File: config.mk
export PLATFORM = sky130hd
export DESIGN_NAME = pinbank_irq
export DESIGN_NICKNAME = d
export VERILOG_FILES = /design/src/rtl/pinbank_pkg.sv /design/src/rtl/pinbank_sync.sv /design/src/rtl/pinbank_sense.sv /design/src/rtl/pinbank_irq.sv
export SDC_FILE = /design/constraint.sdc
export NUM_CORES = 1
export LEC_CHECK = 0
export ABC_CLOCK_PERIOD_IN_PS = 2800
export BUFFER_PORTS_ARGS = -buffer_cell sky130_fd_sc_hd__buf_2
export CORE_ASPECT_RATIO = 0.7
export CORE_UTILIZATION = 26
export DETAILED_ROUTE_END_ITERATION = 16
export GPL_TIMING_DRIVEN = 1
export PLACE_DENSITY_LB_ADDON = 0.08
export SLEW_MARGIN = 40
export SYNTH_ARGS = -nofsm -noshare
export SYNTH_HDL_FRONTEND = slang
export SYNTH_HIERARCHICAL = 1
export SYNTH_SLANG_ARGS = --single-unit
File: constraint.sdc
create_clock -name clk -period 2.8 [get_ports clk]
set_input_delay 0 -clock clk [delete_from_list [all_inputs] [get_ports clk]]
set_output_delay 0 -clock clk [all_outputs]
set_load 0.1 [all_outputs]
File: src/rtl/pinbank_pkg.sv
package pinbank_pkg;
  // Byte offsets of the register map
  localparam int unsigned OFS_MODE  = 'h00;
  localparam int unsigned OFS_DIR   = 'h04;
  localparam int unsigned OFS_OUT   = 'h08;
  localparam int unsigned OFS_IN    = 'h0C;
  localparam int unsigned OFS_STAT  = 'h10;
  localparam int unsigned OFS_CLR   = 'h14;
  localparam int unsigned OFS_MASK  = 'h18;
  localparam int unsigned OFS_UNMSK = 'h1C;
  localparam int unsigned OFS_POL   = 'h20;
  localparam int unsigned OFS_EDGE  = 'h24;
  localparam int unsigned OFS_FILT  = 'h28;
  localparam int unsigned OFS_BOTH  = 'h4C;
  localparam int unsigned BUS_W     = 32;
endpackage

File: src/rtl/pinbank_sync.sv
module pinbank_sync #(
  parameter int W = 32
) (
  input  logic         clk,
  input  logic         rst,
  input  logic [W-1:0] d,
  output logic [W-1:0] q
);
  logic [W-1:0] meta_q;

  always_ff @(posedge clk) begin
    if (rst) begin
      meta_q <= '0;
      q      <= '0;
    end else begin
      meta_q <= d;
      q      <= meta_q;
    end
  end
endmodule

File: src/rtl/pinbank_sense.sv
module pinbank_sense #(
  parameter int W = 32
) (
  input  logic         clk,
  input  logic         rst,
  input  logic [W-1:0] smp,
  input  logic [W-1:0] mode,
  input  logic [W-1:0] edg,
  input  logic [W-1:0] pol,
  input  logic [W-1:0] both,
  input  logic [W-1:0] clr,
  output logic [W-1:0] stat
);
  logic [W-1:0] prev_q;

  always_ff @(posedge clk) begin
    if (rst) prev_q <= '0;
    else     prev_q <= smp;
  end

  for (genvar i = 0; i < W; i++) begin : g_pin
    logic rise, fall, hit, lvl;
    always_comb begin
      rise = smp[i] & ~prev_q[i];
      fall = ~smp[i] & prev_q[i];
      hit  = both[i] ? (rise | fall) : (pol[i] ? fall : rise);
      lvl  = smp[i] ^ pol[i];
    end
    always_ff @(posedge clk) begin
      if (rst || !mode[i]) stat[i] <= 1'b0;
      else if (!edg[i])    stat[i] <= lvl;
      else                 stat[i] <= hit | (stat[i] & ~clr[i]);
    end
  end
endmodule

File: src/rtl/pinbank_irq.sv
module pinbank_irq
  import pinbank_pkg::*;
#(
  parameter int NPINS  = 32,
  parameter int ADDR_W = 8
) (
  input  logic              clk,
  input  logic              rst,
  input  logic [ADDR_W-1:0] bus_addr,
  input  logic              bus_wr,
  input  logic [31:0]       bus_wdata,
  output logic [31:0]       bus_rdata,
  input  logic [NPINS-1:0]  pad_in,
  output logic [NPINS-1:0]  pad_out,
  output logic [NPINS-1:0]  pad_oe,
  output logic              irq_out
);
  localparam int N = NPINS;

  logic [N-1:0] mode_q, dir_q, out_q, pol_q, edg_q, both_q, filt_q, mask_q;
  logic [N-1:0] smp, stat_q, clr_vec, wd;
  logic         aligned;

  assign wd      = bus_wdata[N-1:0];
  assign aligned = (bus_addr[1:0] == 2'b00);

  function automatic logic hit_ofs(input logic [ADDR_W-1:0] a, input int unsigned o);
    return a == ADDR_W'(o);
  endfunction

  pinbank_sync #(.W(N)) u_sync (
    .clk (clk),
    .rst (rst),
    .d   (pad_in),
    .q   (smp)
  );

  assign clr_vec = (bus_wr && hit_ofs(bus_addr, OFS_CLR)) ? wd : '0;

  pinbank_sense #(.W(N)) u_sense (
    .clk  (clk),
    .rst  (rst),
    .smp  (smp),
    .mode (mode_q),
    .edg  (edg_q),
    .pol  (pol_q),
    .both (both_q),
    .clr  (clr_vec),
    .stat (stat_q)
  );

  always_ff @(posedge clk) begin
    if (rst) begin
      mode_q <= '0;
      dir_q  <= '0;
      out_q  <= '0;
      pol_q  <= '0;
      edg_q  <= '0;
      both_q <= '0;
      filt_q <= '0;
      mask_q <= '0;
    end else if (bus_wr && aligned) begin
      if (hit_ofs(bus_addr, OFS_MODE))  mode_q <= wd;
      if (hit_ofs(bus_addr, OFS_DIR))   dir_q  <= wd;
      if (hit_ofs(bus_addr, OFS_OUT))   out_q  <= wd;
      if (hit_ofs(bus_addr, OFS_POL))   pol_q  <= wd;
      if (hit_ofs(bus_addr, OFS_EDGE))  edg_q  <= wd;
      if (hit_ofs(bus_addr, OFS_BOTH))  both_q <= wd;
      if (hit_ofs(bus_addr, OFS_FILT))  filt_q <= wd;
      if (hit_ofs(bus_addr, OFS_MASK))  mask_q <= mask_q & wd;
      if (hit_ofs(bus_addr, OFS_UNMSK)) mask_q <= mask_q | wd;
    end
  end

  logic [N-1:0] rd_sel;
  always_comb begin
    rd_sel = '0;
    if (hit_ofs(bus_addr, OFS_MODE))  rd_sel = mode_q;
    if (hit_ofs(bus_addr, OFS_DIR))   rd_sel = dir_q;
    if (hit_ofs(bus_addr, OFS_OUT))   rd_sel = out_q;
    if (hit_ofs(bus_addr, OFS_IN))    rd_sel = smp;
    if (hit_ofs(bus_addr, OFS_STAT))  rd_sel = stat_q;
    if (hit_ofs(bus_addr, OFS_MASK))  rd_sel = mask_q;
    if (hit_ofs(bus_addr, OFS_POL))   rd_sel = pol_q;
    if (hit_ofs(bus_addr, OFS_EDGE))  rd_sel = edg_q;
    if (hit_ofs(bus_addr, OFS_FILT))  rd_sel = filt_q;
    if (hit_ofs(bus_addr, OFS_BOTH))  rd_sel = both_q;
  end

  always_ff @(posedge clk) begin
    if (rst) begin
      bus_rdata <= '0;
      irq_out   <= 1'b0;
    end else begin
      bus_rdata <= 32'(rd_sel);
      irq_out   <= |(stat_q & mask_q);
    end
  end

  assign pad_out = out_q;
  assign pad_oe  = dir_q & ~mode_q;
endmodule

## Word level (Yosys, flattened, before mapping)

Cells that the tools add are included.

- Eq/ne operators: 11
- Mux-type cells: 109
- Bitwise logic cells: 293
- Reductions and logical operators: 78

Operators by type and width:

| cell | number |
|---|---|
| 32-bit two-way mux | 13 |
| 1-bit bitwise AND | 96 |
| 32-bit bitwise AND | 3 |
| 1-bit two-way mux | 96 |
| 1-bit inverter | 96 |
| 1-bit OR | 64 |
| 8-bit by 5-bit == test with 1-bit output, second input constant | 4 |
| 1-bit logical NOT | 32 |
| 1-bit logical OR | 32 |
| 32-bit inverter | 1 |
| 32-bit OR | 1 |
| 32-bit OR reduction | 1 |
| 1-bit bitwise XOR | 32 |
| 8-bit by 6-bit == test with 1-bit output, second input constant | 3 |
| 8-bit by 4-bit == test with 1-bit output, second input constant | 2 |
| 2-bit AND reduction | 8 |
| 8-bit by 3-bit == test with 1-bit output, second input constant | 1 |
| 8-bit by 7-bit == test with 1-bit output, second input constant | 1 |
| 8-bit logical NOT | 1 |
| 1-bit logical AND | 2 |
| 2-bit logical NOT | 1 |
| 2-bit nonzero test | 1 |

- Register bits after elaboration: 417
- Bits of input ports: 75
- Output and inout port bits: 97
- Logic and storage cells: 536

## Depth between registers and ports, before layout

Gate-level depths: netlist of run 1.

- Depth in word-level cells: 11
- Mapped depth: 8
- Mapped depth without buffers: 6

## By module

Netlist of run 1, hierarchy kept.

By module, submodules not included:

| module | instances | cells an instance | area an instance (um2) | seq. area each (um2) |
|---|---|---|---|---|
| pinbank_irq | 1 | 1,774 | 13,446.6 | 5,785.5 |
| pinbank_sense | 1 | 455 | 4,297.9 | 1,281.2 |
| pinbank_sync | 1 | 135 | 1,918.1 | 1,281.2 |

## Worst setup path before layout of run 1

No wires, ideal clock.

- Path kind: reg2reg
- Start point: reg out_q[22], in the netlist pad_out[22]
- End point: reg bus_rdata[22]
- Library setup time: 0.080 ns
- Arrival time: 1.993 ns
- Data required time: 2.720 ns
- Slack: 0.727 ns
- Cell stages (with the launch flop): 6
- Buffers on the path: 0
- Clock period less this slack: 2.073 ns
- Cell sequence: dfxtp_1 > a21oi_1 > or3_1 > o32ai_1 > o221ai_1 > a211oi_2

- Longest elaborated chain between the ends: 8

RTL lines:

| element | line | RTL |
|---|---|---|
| from (decl) | pinbank_irq.sv:20 | `logic [N-1:0] mode_q, dir_q, out_q, pol_q, edg_q, both_q, filt_q, mask_q;` |
| from (signal assigned) | pinbank_irq.sv:65 | `if (hit_ofs(bus_addr, OFS_OUT)) out_q <= wd;` |
| 32-bit two-way mux | pinbank_irq.sv:80 | `if (hit_ofs(bus_addr, OFS_OUT)) rd_sel = out_q;` |
| 32-bit two-way mux | pinbank_irq.sv:81 | `if (hit_ofs(bus_addr, OFS_IN)) rd_sel = smp;` |
| 32-bit two-way mux | pinbank_irq.sv:82 | `if (hit_ofs(bus_addr, OFS_STAT)) rd_sel = stat_q;` |
| 32-bit two-way mux | pinbank_irq.sv:83 | `if (hit_ofs(bus_addr, OFS_MASK)) rd_sel = mask_q;` |
| 32-bit two-way mux | pinbank_irq.sv:84 | `if (hit_ofs(bus_addr, OFS_POL)) rd_sel = pol_q;` |
| 32-bit two-way mux | pinbank_irq.sv:85 | `if (hit_ofs(bus_addr, OFS_EDGE)) rd_sel = edg_q;` |
| 32-bit two-way mux | pinbank_irq.sv:86 | `if (hit_ofs(bus_addr, OFS_FILT)) rd_sel = filt_q;` |
| 32-bit two-way mux | pinbank_irq.sv:87 | `if (hit_ofs(bus_addr, OFS_BOTH)) rd_sel = both_q;` |
| to (signal assigned) | pinbank_irq.sv:95 | `bus_rdata <= 32'(rd_sel);` |
| to (decl) | pinbank_irq.sv:12 | `output logic [31:0] bus_rdata,` |

Every way passes these cells.
A chain may end at the register's enable or synchronous reset.

## Worst setup path after layout of run 1

- Start point: in bus_addr[5]
- End point: reg bus_rdata[16]

- Longest elaborated chain between the ends: 11
- Elaborated cells on any way between the ends: 20
- Classes of those cells: eq/ne: 9; mux: 10; reduce/logical: 1

RTL lines:

| element | line | RTL |
|---|---|---|
| from (decl) | pinbank_irq.sv:9 | `input logic [ADDR_W-1:0] bus_addr,` |
| 8-bit logical NOT | pinbank_irq.sv:28 | `return a == ADDR_W'(o);` |
| 32-bit two-way mux | pinbank_irq.sv:78 | `if (hit_ofs(bus_addr, OFS_MODE)) rd_sel = mode_q;` |
| 32-bit two-way mux | pinbank_irq.sv:79 | `if (hit_ofs(bus_addr, OFS_DIR)) rd_sel = dir_q;` |
| 32-bit two-way mux | pinbank_irq.sv:80 |  |
| 32-bit two-way mux | pinbank_irq.sv:81 |  |
| 32-bit two-way mux | pinbank_irq.sv:82 |  |
| 32-bit two-way mux | pinbank_irq.sv:83 |  |
| 32-bit two-way mux | pinbank_irq.sv:84 |  |
| 32-bit two-way mux | pinbank_irq.sv:85 |  |
| 32-bit two-way mux | pinbank_irq.sv:86 |  |
| 32-bit two-way mux * | pinbank_irq.sv:87 |  |

Mark *: on every way between the ends. The rest lies on a longest branch, timed or not.

==> out/metrics.cfg, run 1 <==
[timing]
tightest_slew_ns = 0.6989
rsz0062_at_grt = no
post-route-period-util_pct = 78.00
period_needed_ns = 2.184
finalHoldViolCount = 0
setup_viol = 0
timing.slew.headroom_pct = 53.41
max_freq_mhz = 457.9
fin_skew_ns = 0.01387
drv_slew = 0
setup_tns_ns = 0

[yosys]
syn_nets = 2503
synthDistinctLibCells = 59
synth_top_cell_by_area = dfxtp_1
synth-xor-area-share_pct = 1.425
synth_top_area_share_pct = 42.46
avgSynthCellArea_um2 = 8.318
synth.area.top_cells = dfxtp_1 42%, nand2_1 9.4%, a21oi_1 7.8%
netlist_area_um2 = 19660
ys_seq_area_share_pct = 42.46
async_flop_share_pct = 0
ys.flop_type = dfxtp_1
yosys_warnings = 6
synth_compound_area_share_pct = 18.66
synth_top_family_by_area = simple AND/OR/NAND/NOR gates
synth_edf_count = 0
synth_mux_area_share_pct = 3.913
yosys.area_share.adder_pct = 4.073
ys_ff_latch = 417
syn_inst = 2364
yosys.area_share.simple_pct = 23.32

[pwr]
p_sw_mw = 3.242
peakVddDrop_uv = 374.1
p_per_area_nw_per_um2 = 567.1
pwr-share-comb_pct = 5.9
power.internal_mw = 10.34
clkPwrFrac_pct = 49.6
seqPwrFrac_pct = 44.5
p_leak_nw = 8.804
switching_share_pct = 23.86

[clock_network]
ctsHtreeMaxLevel = 2
cts_buffers = 47
cts_tree = done
clk_pin_slew_ns = 0.06
cts.sinks = 417
clock_latency_ns = 0.60
ctsResizeCount = 0
root_buffer = clkbuf_16
clk_path_buf_depth = 3

[critical_path]
cp_max_fo = 16
worstSetupStartpointType = primary input
worstReg2RegEnd = bus_rdata[22]$_SDFF_PP0_
r2r-start = pad_out[22]$_SDFFE_PP0P_
r2r_slack_ns = 1.03
crit_required_ns = 3.30
setup.worst_path.end_class = register
worstSetupPathType = in2reg
arrival_ns = 2.69
r2r_cells = 5

[placement]
dpl.hpwl_um = 53500
portBuffers = 171
gp_congestion = 0.8220

[flow_run]
max_cap_violations = 0

[floorplan]
dieArea_um2 = 76750
initial_core_util_pct = 26.56
row_count = 83
core_um2 = 74040
ioPinCount = 172
die_x_um = 330.7
die_h_um = 232.1

[route]
route.final.wire_length_um = 81520
drt_iter0_markers = 1380
drt_first_pass_iters = 5
drtAntennaViolNets = 0
vias_per_cell = 5.002
routedWlPerCell_um = 22.98
drc_errors = 0
vias = 17740

[finish]
num-nets-final = 2674
n_fill_cell = 7746
utilization_pct = 32.35
drive_gt1_share_pct = 17.17
syn_to_final_growth_pct = 21.83

[global_routing]
grt.overflow.total = 0
antenna_found_initial = 2
grt_pass1_vias = 16870
grt_max_degree = 76
grt_pass1_wl_um = 118900
track_usage_pct = 20.91

[min_path]
hp-start = bus_addr[2]
whs_path_depth = 5
worstHoldPathType = in2reg
holdPathEnd = bus_rdata[11]$_SDFF_PP0_

[status]
status = complete, no violations

## timing repair
action                                 4_1_cts  5_1_grt
hold buffers                                71        0
endpoints found under the hold margin      297        0
buffers inserted                             0        0
## layer usage
| layer | global-route usage [%] | share of wire [%] | wire length [um] | vias up |
|---|---|---|---|---|
| met1 | 31.88 | 51 | 41690 | 8678 |
| met2 | 29.97 | 41 | 33530 | 558 |
| li1 | - | - | - | 8418 |
| met4 | 4.421 | 1.6 | 1296 | 0 |
| met3 | 3.784 | 6.1 | 5000 | 87 |
| met5 | 0 | 0 | 0 | - |
## metrics by stage
| stage | cells | setup slack (ns) | hold WS [ns] | total power [mW] | area [um^2] |
|---|---|---|---|---|---|
| after floorplan | 2364 | 0.7269 | 0.1282 | 6.617 | 19660 |
| after global placement | 3392 | 0.5775 | 0.2095 | 6.897 | 21610 |
| after detailed placement | 3392 | 0.5702 | 0.2133 | 6.900 | 21610 |
| after CTS | 3546 | 0.6471 | 0.01184 | 13.80 | 23950 |
| after global routing | 3546 | 0.4858 | 0.08700 | 14.11 | 23950 |
| final | 3547 | 0.6161 | 0.05973 | 13.58 | 23960 |
## kinds of logic after synthesis
group	count (synthesis)
muxes	64
AOI/OAI and AO/OA	608
DFF	417
and+or+nand+nor	901
adders and majority gates	64
buffers and inverters	278
xor gates and xnor gates	32
## power by group through the flow
stage | combinational, mW | sequential, mW | clock (mW)
after floorplan | 0.440 | 6.18 | 0
after global placement | 0.722 | 6.18 | 0
after detailed placement | 0.725 | 6.17 | 0
after CTS | 0.806 | 6.04 | 6.95
after global routing | 0.872 | 6.05 | 7.19
final | 0.808 | 6.04 | 6.73
## layout by cell type, fill, tap and decap left out, types with 7 or more instances in the layout
master / n
nor2b_2: 60
a22oi_1: 31
a21o_1: 10
ha_1: 64
and4bb_1: 32
mux2_2: 23
nand2_1: 489
o22ai_1: 54
buf_12: 8
o2bb2ai_1: 8
inv_1: 81
dfxtp_1: 417
clkbuf_8: 8
dlygate4sd3_1: 71
nand3_1: 20
a21oi_1: 305
buf_4: 71
nor2_1: 96
nand4_1: 11
nor2b_1: 38
a2bb2oi_1: 8
buf_2: 168
mux4_2: 8
o211ai_1: 25
o21a_1: 13
xor2_1: 32
clkbuf_16: 49
o21ai_0: 69
nor3_2: 8
clkbuf_1: 14
a211oi_1: 13
nand2b_1: 72
mux2i_1: 33
o221ai_1: 24
and2_1: 35
bufinv_16: 7
o2111ai_1: 32
## cell usage after synthesis, drive strengths merged (24+ instances only)
master and number:
o211ai 25, xor2 32, nand2 491, o2111ai 32
ha 64, mux2i 33, o221ai 24, and2 35
o22ai 54, and4bb 32, a22oi 31, inv 81
dfxtp 417, o21ai 69, clkbuf 120, nor2b 98
buf 77, a21oi 306, nor2 99, nand2b 75
## worst max-delay path: stages
cell	delay, ns
dlygate4sd3_1	0.54
buf_2	0.17
or4b_4	0.71
nor4_4	0.35
buf_4	0.38
a22oi_1	0.11
and3_1	0.20
a21oi_1	0.20
## worst max-delay path by stage
stage / startpoint / endpoint / slack (ns) / depth (start not counted)
after detailed placement: bus_addr[5] / bus_rdata[16]$_SDFF_PP0_ / 0.57 / 7
final: bus_addr[5] / bus_rdata[16]$_SDFF_PP0_ / 0.62 / 8
after CTS: bus_addr[5] / bus_rdata[16]$_SDFF_PP0_ / 0.65 / 8
after global routing: bus_addr[5] / bus_rdata[16]$_SDFF_PP0_ / 0.49 / 8
after global placement: bus_addr[5] / bus_rdata[16]$_SDFF_PP0_ / 0.58 / 7
after floorplan: pad_out[22]$_SDFFE_PP0P_ / bus_rdata[22]$_SDFF_PP0_ / 0.73 / 5
## sequential cells by signal (all words and copies together), names as in the netlist
name            cells
bus_rdata          32
u_sync/meta_q      32
irq_out             1
mask_q             32
mode_q             32
edg_q              32
pad_out            32
pol_q              32
dir_q              32
filt_q             32
u_sync/q           32
both_q             32
u_sense/prev_q     32
u_sense/stat       32
## final cells by class
class	instances	area (um^2)	share of cell area, %
Antenna cell	1	2.502	0.01045
Clock buffer	71	1389	5.798
Clock inverter	12	241.5	1.008
Inverter	81	304.0	1.269
Multi-Input combinational cell	1669	10190	42.53
Sequential cell	417	8348	34.85
Tap cell	977	1222	5.103
Timing Repair Buffer	319	2260	9.433
No activity file was read; power rests on OpenSTA's default activity.
==> inputs of run 2 (changes only) <==
--- a/config.mk
+++ b/config.mk
@@ -5,7 +5,7 @@
 export SDC_FILE = /design/constraint.sdc
 export NUM_CORES = 1
 export LEC_CHECK = 0
-export ABC_CLOCK_PERIOD_IN_PS = 2800
+export ABC_CLOCK_PERIOD_IN_PS = 1860
 export BUFFER_PORTS_ARGS = -buffer_cell sky130_fd_sc_hd__buf_2
 export CORE_ASPECT_RATIO = 0.7
 export CORE_UTILIZATION = 26
==> constraint.sdc (replaced) <==
create_clock -name clk -period 1.86 [get_ports clk]
set_input_delay 0 -clock clk [delete_from_list [all_inputs] [get_ports clk]]
set_output_delay 0 -clock clk [all_outputs]
set_load 0.1 [all_outputs]
==> run 2 against run 1 <==
Against the previous run: sequential share of layout area fell by 1.2 points; routed wire length shrank 1.0%; hold slack better by 0.0054 ns; critical endpoint is now bus_rdata[6]$_SDFF_PP0_; critical path type is now reg2reg; core utilization up 1.1 points; via count rose by 0.91%; clock power increased by 45%; highest routed layer is now met5; largest power group unchanged; flip-flop and latch count unchanged; critical path depth down 4.
==> out/metrics.cfg, run 2 (same netlist as run 1, synthesis figures left out) <==
[critical_path]
cp_max_fo = 4
path_cells = mux4_2 -> o2bb2ai_1 -> a21oi_1 -> nor3_1
worstReg2RegEnd = bus_rdata[6]$_SDFF_PP0_
cp_slowest_stage_delay_ns = 0.58
r2r_slack_ns = 0.02
worstSetupStartpointType = register
crit_required_ns = 2.28
r2r_cells = 4
setup.worst_path.end_class = register
arrival_ns = 2.27
worstSetupPathType = reg2reg
crit_path_top_delay_cell = nor3_1
cp_top_family = simple AND/OR/NAND/NOR gates
r2r-start = u_sync/q[6]$_SDFF_PP0_
path_buf_inv = 0

[clock_network]
cts.sinks = 417
ctsHtreeMaxLevel = 2
clock_latency_ns = 0.61
cts_buffers = 47
cts_tree = done
post_cts_buffers = 0
ctsResizeCount = 0
clk_pin_slew_ns = 0.06
root_buffer = clkbuf_16
clk_path_buf_depth = 3

[finish]
num-nets-final = 2745
drive_gt1_share_pct = 19.56
syn_to_final_growth_pct = 26.02
fin_cells = 3620
utilization_pct = 33.46
final_cell_mix = 491 x nand2_1, 416 x dfxtp_1, 305 x a21oi_1
num_antenna_cells = 0
final_common_cell = nand2_1

[min_path]
worstHoldPathType = in2reg
whs_path_depth = 5
holdPathEnd = bus_rdata[13]$_SDFF_PP0_
hp-start = bus_addr[7]

[floorplan]
initial_core_util_pct = 26.56
row_count = 83
dieArea_um2 = 76750
die_x_um = 330.7
core_um2 = 74040
die_h_um = 232.1
ioPinCount = 172

[timing]
rsz0062_at_grt = no
setup_viol = 0
post-route-period-util_pct = 99.02
tightest_slew_ns = 0.7978
drv_slew = 0
finalHoldViolCount = 0
timing.slew.headroom_pct = 46.82
fin_skew_ns = 0.03113
layout_setup_ws_ns = 0.01822
period_needed_ns = 1.842
max_freq_mhz = 543.0
setup_tns_ns = 0

[global_routing]
grt_pass1_wl_um = 117700
grt.overflow.total = 0
track_usage_pct = 20.72
grt_max_degree = 77
antenna_found_initial = 4
grt_pass1_vias = 17030

[status]
status = complete, no violations

[route]
route.final.wire_length_um = 80690
drt_iter0_markers = 1340
drtAntennaViolNets = 0
vias = 17900
vias_per_cell = 4.946
drc_errors = 0
drt_first_pass_iters = 7
routedWlPerCell_um = 22.29

[pwr]
p_per_area_nw_per_um2 = 814.9
finalPower_mw = 20.19
p_leak_nw = 9.264
peakVddDrop_uv = 570.1

[placement]
dp.cells = 3465
place_ws_ns = -0.3710
portBuffers = 171
gp_congestion = 0.8237
dpl.hpwl_um = 55350

[flow_run]
max_cap_violations = 0

==> run 2: cell count changes in the layout (fill, tap and decap cells not counted), moves of 2 or more <==
| cell | before | now |
|---|---|---|
| buf_4 | 71 | 115 |
| buf_12 | 8 | 37 |
| clkbuf_8 | 8 | 13 |
| clkinv_2 | 3 | 8 |
| bufinv_16 | 7 | 3 |
| clkbuf_1 | 14 | 11 |
| dlygate4sd3_1 | 71 | 69 |
| nand2_1 | 489 | 491 |
| nand2_2 | 2 | 0 |
| nand2b_1 | 72 | 74 |
| nand2b_2 | 3 | 1 |
| nor2_2 | 0 | 2 |
| nor2_4 | 3 | 1 |
==> run 2: how the worst max path moves through the flow <==
| stage | startpoint | to | depth (start not counted) |
|---|---|---|---|
| after floorplan | bus_addr[5] | u_sense/stat[2]$_SDFF_PP0_ | 8 |
| after global placement | bus_addr[5] | bus_rdata[6]$_SDFF_PP0_ | 8 |
| after detailed placement | bus_addr[5] | bus_rdata[6]$_SDFF_PP0_ | 8 |
| after CTS | dir_q[22]$_SDFFE_PP0P_ | pad_oe[22] | 2 |
| after global routing | u_sync/q[6]$_SDFF_PP0_ | bus_rdata[6]$_SDFF_PP0_ | 4 |
| final | u_sync/q[6]$_SDFF_PP0_ | bus_rdata[6]$_SDFF_PP0_ | 4 |
==> run 2: area by class of cell <==
| cell class | instances | area [um^2] |
|---|---|---|
| Clock inverter | 14 | 162.7 |
| Fill cell | 7731 | 49270 |
| Timing Repair Buffer | 390 | 3151 |
| Tap cell | 977 | 1222 |
| Multi-Input combinational cell | 1669 | 10170 |
| Clock buffer | 72 | 1421 |
| Inverter | 81 | 304.0 |
| Sequential cell | 417 | 8349 |
==> run 2: report_power, final <==
part           internal, mW  switching (mW)
combinational         0.530           0.782
clock                  5.68            4.10
sequential             9.02          0.0767
==> run 2: worst min-delay path: stages <==
cell     delay (ns)
buf_2          0.12
nor2b_1        0.08
nand4_1        0.09
buf_4          0.23
a31oi_1        0.10
==> run 2: timing repair <==
action | 4_1_cts | 5_1_grt
endpoints found under the hold margin | 296 | 0
setup endpoints to repair | 0 | 0
hold buffers | 69 | 0
==> run 2: stage by stage <==
step,instance area [um^2],hold WS [ns]
2_1_floorplan,19670,0.1282
3_3_place_gp,22500,0.2102
3_5_place_dp,22500,0.2130
4_1_cts,24780,0.04150
5_1_grt,24780,0.09791
6_report,24780,0.06518
==> run 2: routing by layer <==
layer	share of wire [%]	wire length [um]	global-route usage [%]
met1	51	40970	31.79
met2	41	32790	29.23
met3	6.8	5470	4.006
met4	1.8	1432	4.450
met5	0.042	34	0
